## src/rtl/hdr_pkg.sv

```systemverilog
package hdr_pkg;
  typedef enum logic [1:0] {
    RATIO_X1 = 2'd0,
    RATIO_X2 = 2'd1,
    RATIO_X4 = 2'd2,
    RATIO_X8 = 2'd3
  } ratio_e;
endpackage

```

## src/rtl/hdr_word_counter.sv

```systemverilog
module hdr_word_counter #(
  parameter int LIMIT = 230,
  localparam int CW = $clog2(LIMIT + 1)
) (
  input  logic          clk,
  input  logic          rst_n,
  input  logic          clr,
  input  logic          adv,
  output logic [CW-1:0] cnt
);
  // Saturating zero-based index of the next word to be seen.
  always_ff @(posedge clk or negedge rst_n) begin
    if (!rst_n)                          cnt <= '0;
    else if (clr)                        cnt <= '0;
    else if (adv && cnt != CW'(LIMIT))   cnt <= cnt + 1'b1;
  end
endmodule

```

## src/rtl/hdr_flag_capture.sv

```systemverilog
module hdr_flag_capture #(
  parameter int DATA_W = 32,
  parameter int CW     = 8,
  parameter int IDX    = 69,
  parameter int LSB    = 2,
  parameter int FW     = 2
) (
  input  logic              clk,
  input  logic              rst_n,
  input  logic              clr,
  input  logic              adv,
  input  logic [CW-1:0]     cnt,
  input  logic [DATA_W-1:0] data,
  output logic              flag
);
  // Latches "field is nonzero" from the word at a fixed header index.
  logic hit;
  assign hit = adv && (cnt == CW'(IDX));

  always_ff @(posedge clk or negedge rst_n) begin
    if (!rst_n)   flag <= 1'b0;
    else if (clr) flag <= 1'b0;
    else if (hit) flag <= |data[LSB +: FW];
  end
endmodule

```

## src/rtl/hdr_ratio_encode.sv

```systemverilog
module hdr_ratio_encode
  import hdr_pkg::*;
(
  input  logic   enc,
  input  logic   cmp,
  input  logic   wide,
  output ratio_e code
);
  // 16-bit base code; the 32-bit path adds one step unless the ratio is x1.
  ratio_e base;
  always_comb begin
    if (cmp)      base = RATIO_X4;
    else if (enc) base = RATIO_X2;
    else          base = RATIO_X1;

    if (wide && base != RATIO_X1) code = ratio_e'(base + 2'd1);
    else                          code = base;
  end
endmodule

```

## src/rtl/hdr_ratio_sel.sv

```systemverilog
module hdr_ratio_sel
  import hdr_pkg::*;
#(
  parameter int DATA_W  = 32,
  parameter int ENC_IDX = 69,
  parameter int ENC_LSB = 2,
  parameter int ENC_W   = 2,
  parameter int CMP_IDX = 229,
  parameter int CMP_BIT = 1
) (
  input  logic              clk,
  input  logic              rst_n,
  input  logic              start,
  input  logic              wide_mode,
  input  logic              in_valid,
  output logic              in_ready,
  input  logic [DATA_W-1:0] in_data,
  input  logic              in_last,
  output logic [1:0]        ratio_code,
  output logic              done,
  output logic              err
);
  localparam int HDR_WORDS = CMP_IDX + 1;
  localparam int CW        = $clog2(HDR_WORDS + 1);

  logic          closed_q;
  logic          adv;
  logic [CW-1:0] cnt;
  logic          enc_flag;
  logic          cmp_now;
  logic          at_cmp;
  ratio_e        code_now;
  ratio_e        ratio_q;

  assign in_ready = 1'b1;
  assign adv      = in_valid && in_ready && !closed_q && !start;
  assign at_cmp   = (cnt == CW'(CMP_IDX));
  assign cmp_now  = !in_data[CMP_BIT];

  hdr_word_counter #(.LIMIT(HDR_WORDS)) u_cnt (
    .clk(clk), .rst_n(rst_n), .clr(start), .adv(adv), .cnt(cnt)
  );

  hdr_flag_capture #(
    .DATA_W(DATA_W), .CW(CW), .IDX(ENC_IDX), .LSB(ENC_LSB), .FW(ENC_W)
  ) u_enc (
    .clk(clk), .rst_n(rst_n), .clr(start), .adv(adv), .cnt(cnt),
    .data(in_data), .flag(enc_flag)
  );

  hdr_ratio_encode u_enc_code (
    .enc(enc_flag), .cmp(cmp_now), .wide(wide_mode), .code(code_now)
  );

  always_ff @(posedge clk or negedge rst_n) begin
    if (!rst_n) begin
      done     <= 1'b0;
      err      <= 1'b0;
      closed_q <= 1'b0;
      ratio_q  <= RATIO_X1;
    end else begin
      done <= 1'b0;
      err  <= 1'b0;
      if (start) begin
        closed_q <= 1'b0;
        ratio_q  <= RATIO_X1;
      end else if (adv) begin
        if (at_cmp) begin
          done     <= 1'b1;
          closed_q <= 1'b1;
          ratio_q  <= code_now;
        end else if (in_last) begin
          err      <= 1'b1;
          closed_q <= 1'b1;
        end
      end
    end
  end

  assign ratio_code = ratio_q;
endmodule

```

## config.mk

```make
export PLATFORM = sky130hd
export DESIGN_NAME = hdr_ratio_sel
export DESIGN_NICKNAME = d
export VERILOG_FILES = /design/src/rtl/hdr_pkg.sv /design/src/rtl/hdr_word_counter.sv /design/src/rtl/hdr_flag_capture.sv /design/src/rtl/hdr_ratio_encode.sv /design/src/rtl/hdr_ratio_sel.sv
export SDC_FILE = /design/constraint.sdc
export NUM_CORES = 1
export LEC_CHECK = 0
export BUFFER_PORTS_ARGS = -buffer_cell sky130_fd_sc_hd__clkbuf_2
export CAP_MARGIN = 20
export CORE_MARGIN = 8
export CORE_UTILIZATION = 34
export CTS_BUF_LIST = sky130_fd_sc_hd__clkbuf_8 sky130_fd_sc_hd__clkbuf_16
export DETAILED_ROUTE_END_ITERATION = 10
export PLACE_DENSITY_LB_ADDON = 0.08
export SLEW_MARGIN = 5
export SYNTH_ARGS = -nofsm -noshare
export SYNTH_HDL_FRONTEND = slang
export SYNTH_SLANG_ARGS = --single-unit
```

## constraint.sdc

```tcl
create_clock -name clk -period 2 [get_ports clk]
set_input_delay 0 -clock clk [delete_from_list [all_inputs] [get_ports clk]]
set_output_delay 0 -clock clk [all_outputs]
set_load 0.01 [all_outputs]
```

# Word-level counts from Yosys, hierarchy flattened
# Index checks and enable logic that the tools add are counted.
[op_classes]
n_addsub = 2
n_eq_ne = 3
muxes = 21
reduce_logical = 16
[ops]
columns = ["operator", "n"]
rows = [
  ["$mux 8", 2],
  ["$mux 1", 14],
  ["$mux 2", 5],
  ["$reduce_bool 2->1", 5],
  ["$add 8x1->8 const B", 1],
  ["$eq 8x7->1 const B", 1],
  ["$eq 8x8->1 const B", 1],
  ["$ne 8x8->1 const B", 1],
  ["$logic_and 1x1->1", 5],
  ["$reduce_and 2->1", 2],
  ["$reduce_bool 3->1", 1],
  ["$add 2x1->2 const B", 1],
  ["$logic_not 1->1", 2],
  ["$reduce_or 2->1", 1],
]
[totals]
reg_bits = 14
in_bits = 38
output_inout_bits = 5
word_cells = 48

# Logic depth before layout (Yosys ltp)
[logic_depth]
word_depth = 8
ltp_mapped = 6
mapped_depth_nobuf = 5

# Hierarchy
# Synthesis repeated with hierarchy kept, for this count alone.
[hier_totals]
hier_cells = 82
hier_area_um2 = 823.3
[modules_own_cells]
columns = ["mod", "instances", "cells_per_inst", "area_per_inst_um2", "seq_area_each_um2"]
rows = [
  ["hdr_word_counter", 1, 44, 441.7, 200.2],
  ["hdr_ratio_sel", 1, 26, 271.5, 125.1],
  ["hdr_flag_capture", 1, 8, 82.6, 25.0],
  ["hdr_ratio_encode", 1, 4, 27.5, 0.0],
]

# Worst setup path after synthesis
# No wires, ideal clock.
[synth_path]
path_type = "reg2reg"
start = "register u_cnt.cnt[0]"
end = "register u_cnt.cnt[0]"
setup_time_ns = 0.127
t_arrival_ns = 1.359
required_ns = 1.873
slack_ns = 0.514
path_stages_with_launch = 6
path_buffers = 0
period_less_slack_ns = 1.486
path_cell_list = "dfrtp_1 -> inv_1 -> ha_1 -> and3b_1 -> a21o_2 -> mux2_1"
[synth_between]
elab_chain_cells = 3
elab_cells_between_ends = 6
cone_classes = "1 x add/sub; 1 x eq/ne; 2 x mux; 2 x reduce/logical"
[synth_lines]
columns = ["item", "line_no", "text"]
rows = [
  ["start: declaration", "hdr_word_counter.sv:9", "output logic [CW-1:0] cnt"],
  ["start signal: assignment", "hdr_word_counter.sv:15", "else if (adv && cnt != CW'(LIMIT)) cnt <= cnt + 1'b1;"],
  ["$add 8x1->8 / $ne 8x8->1 (equally long branches)", "hdr_word_counter.sv:15", ""],
  ["$mux 8 / $logic_and 1x1->1 (equally long branches)", "hdr_word_counter.sv:15", ""],
  ["$mux 8 / $reduce_bool 2->1 (equally long branches)", "n/a", ""],
]
# Several ways; a longest one is shown, not always the timed one. The select of a mux whose other input is x is not followed.
# A chain may end at the register's enable or synchronous reset.

# Final worst setup path
# Ends and elaborated chain as after synthesis.

==> impl_metrics.env <==
export IMPL_status="finished clean"
export IMPL_fin_area_um2=944.7
export IMPL_track_usage_pct=9.933
export IMPL_finClkSkew_ns=0.003210
export IMPL_cts_resized=0
export IMPL_yosysUniqueCellTypes=37
export IMPL_io_pins=43
export IMPL_first_pass_iters=4
export IMPL_finalHoldViolCount=0
export IMPL_globalplace_congestion=0.6979
export IMPL_gr_total_overflow=0
export IMPL_finalNetCount=139
export IMPL_synth_edf_count=0
export IMPL_pwr_share_clk_pct=39.6
export IMPL_fin_crit_ns=1.621
export IMPL_rsz0062_at_grt="no"
export IMPL_syn_nets=124
export IMPL_via_per_inst=5.435
export IMPL_cp_slowest_cell="dfrtp_1"
export IMPL_grt_pass1_wl_mm=3.229
export IMPL_dpl_cell_area_um2=883.3
export IMPL_cts_tree="yes"
export IMPL_cts_num_sinks=14
export IMPL_coreArea_um2=2233
export IMPL_synth_cell_area_um2=815.8
export IMPL_critPathKind="flop to flop"
export IMPL_maxCapViolations=0
export IMPL_hold_class="primary input to flop"
export IMPL_path_buf_inv=1
export IMPL_rows=17
export IMPL_grt_max_degree=16
export IMPL_cts_root_buf="clkbuf_8"
export IMPL_wirelength_mm=1.829
export IMPL_n_fill_cell=239
export IMPL_seq_area_um2=350.3
export IMPL_ctsHoldBuffers=2
export IMPL_yosys_top_cells_count="dfrtp_1 (14), nand2_1 (7), nor2_1 (6)"
export IMPL_worstPathMaxFanout=6
export IMPL_cp_slowest_stage_delay_ns=0.44
export IMPL_die_h_um=64.99
export IMPL_wl_per_cell_um=14.75
export IMPL_intPower_w=0.0004486
export IMPL_multi_input_area_um2=422.9
export IMPL_final_max_slew_viol_count=0
export IMPL_path_cells="inv_1, ha_1, and3b_1, a21o_2, mux2_1"
export IMPL_ys_ff_latch=14
export IMPL_num_vias=674
export IMPL_synth_async_reset_ratio_pct=100.0
export IMPL_synth_cells=83
export IMPL_synthTopCellsByArea="dfrtp_1 (43%), ha_1 (4.6%), a211oi_1 (3.7%)"
export IMPL_endpoint_kind="flop"
export IMPL_power_density_nw_per_um2=629.5
export IMPL_finalSetupViolCount=0
export IMPL_fin_setup_tns_ns=0
export IMPL_ys_warn_count=0
export IMPL_ys_flop_type="dfrtp_1"
export IMPL_placed_cells=119
export IMPL_hpwl_mm=1.335
export IMPL_crit_required_ns=2.13
export IMPL_clk_latency_ns=0.25
export IMPL_max_clock_freq_ghz=0.6169
export IMPL_leakage_nw=0.4234
export IMPL_postCtsSetupRepairBufs=0
export IMPL_synth_avg_cell_area_um2=9.829
export IMPL_h_tree_depth=1
export IMPL_antenna_found_initial=0
export IMPL_cts_clk_slew_worst_paths_ns=0.06
export IMPL_p_sw_share_pct=24.56
export IMPL_combPwrFrac_pct=10.2
export IMPL_netSwitchingPower_w=0.0001461
export IMPL_area_delta_synth_final_pct=15.80
export IMPL_ir_worst_vdd_uv=375.2
export IMPL_critPathArrivalTime_ns=1.75
export IMPL_drt_iter0_drc=11
export IMPL_ys_seq_area_share_pct=42.94
export IMPL_crit_family="flip-flops"
export IMPL_drt_drc_violations_left=0
export IMPL_die_area_um2=4223
export IMPL_n_antenna_cell=0
export IMPL_yosysTopAreaCellShare_pct=42.94
export IMPL_io_buffer_count=12
export IMPL_start_util_pct=36.53
export IMPL_yosysMostFrequentCell="dfrtp_1"
export IMPL_synth_area_leader_cell="dfrtp_1"
export IMPL_startpoint_type="flop"
export IMPL_drive_above_1_share_pct=20.83
export IMPL_fp_dieW_um=64.99
export IMPL_clock_path_buffers=2
export IMPL_pwr_share_seq_pct=50.3
export IMPL_cts_inserted_buffers=3
export IMPL_final_cells=124
export IMPL_antenna_left=0
export IMPL_grt_pass1_vias=687
export IMPL_period_share_pct=81.05
==> cells by family (layout without fill, tap and decap cells) <==
kind of cell,after synthesis,in the layout,share of synthesized area (%)
other,1,1,0.4597
adder cells (fa/ha/maj),3,3,4.602
AND/OR/NAND/NOR,32,32,24.54
buffers and inverters,8,21,5.213
AO/OA/AOI/OAI,23,23,19.48
multiplexers,2,2,2.761
flip-flops,14,14,42.95
==> path summary, 6_finish.rpt <==
kind,start,endpoint,slack [ns],depth (start not counted)
min in group asynchronous,rst_n,u_cnt.cnt[7],0.20,2
max reg2reg,u_cnt.cnt[0],u_cnt.cnt[0],0.38,5
max in group asynchronous,rst_n,done,1.53,2
min,in_last,err,0.01,2
max,u_cnt.cnt[0],u_cnt.cnt[0],0.38,5
min reg2reg,u_enc.flag,ratio_code[1],0.59,2
==> state kept, by name (all words and copies together) (netlist names) <==
signal	count
u_cnt.cnt	8
ratio_code	2
closed_q	1
done	1
err	1
u_enc.flag	1
==> layout make-up <==
| class | count | area share (%) |
|---|---|---|
| clock buffers | 3 | 4.371 |
| repair buffers | 14 | 8.477 |
| well taps | 28 | 3.709 |
| inverters | 4 | 1.589 |
| flip-flops and latches | 14 | 37.09 |
| multi-input cells | 61 | 44.77 |
==> per-stage QoR <==
step	utilization [%]	hold WS [ns]	total power (W)	setup WS, ns
3_3_place_gp	39.55	-0.06607	0.0003616	0.4075
4_1_cts	42.30	0.01269	0.0006042	0.3754
6_report	42.30	0.01047	0.0005946	0.3790
5_1_grt	42.30	0.03000	0.0006251	0.2717
2_1_floorplan	-	-0.2956	0.0003376	0.5139
3_5_place_dp	39.55	-0.05872	0.0003626	0.3923
==> metal layers <==
metal  up-vias  wire (um)  GRT usage, %
met3         5         50         2.062
li1        336          -             -
met1       320        895         12.64
met4         0         43         6.540
met5         -          0             0
met2        13        840         14.78
==> power by group through the flow <==
stage | logic (W) | clock network (W) | registers, W
2_1_floorplan | 0.0000354 | 0 | 0.000302
3_3_place_gp | 0.0000576 | 0 | 0.000304
3_5_place_dp | 0.0000587 | 0 | 0.000304
4_1_cts | 0.0000617 | 0.000244 | 0.000299
5_1_grt | 0.0000711 | 0.000253 | 0.000301
6_report | 0.0000605 | 0.000235 | 0.000299
==> cell usage in the layout (no fill, tap or decap), types with 2 or more instances in the layout <==
cell           netlist  layout
a31oi_1              3       3
dfrtp_1             14      14
inv_1                4       4
a211oi_1             4       4
clkbuf_8             0       3
clkbuf_2             0      12
nor2_1               6       6
a21oi_1              5       5
o31ai_1              2       2
nand2_1              7       7
a311oi_1             2       2
or4_1                2       2
o21ai_0              3       3
nand4_1              2       2
ha_1                 3       3
dlygate4sd3_1        0       2
and3b_1              2       2
and3_1               2       2
Note: power is estimated with default switching activity, not from simulation.
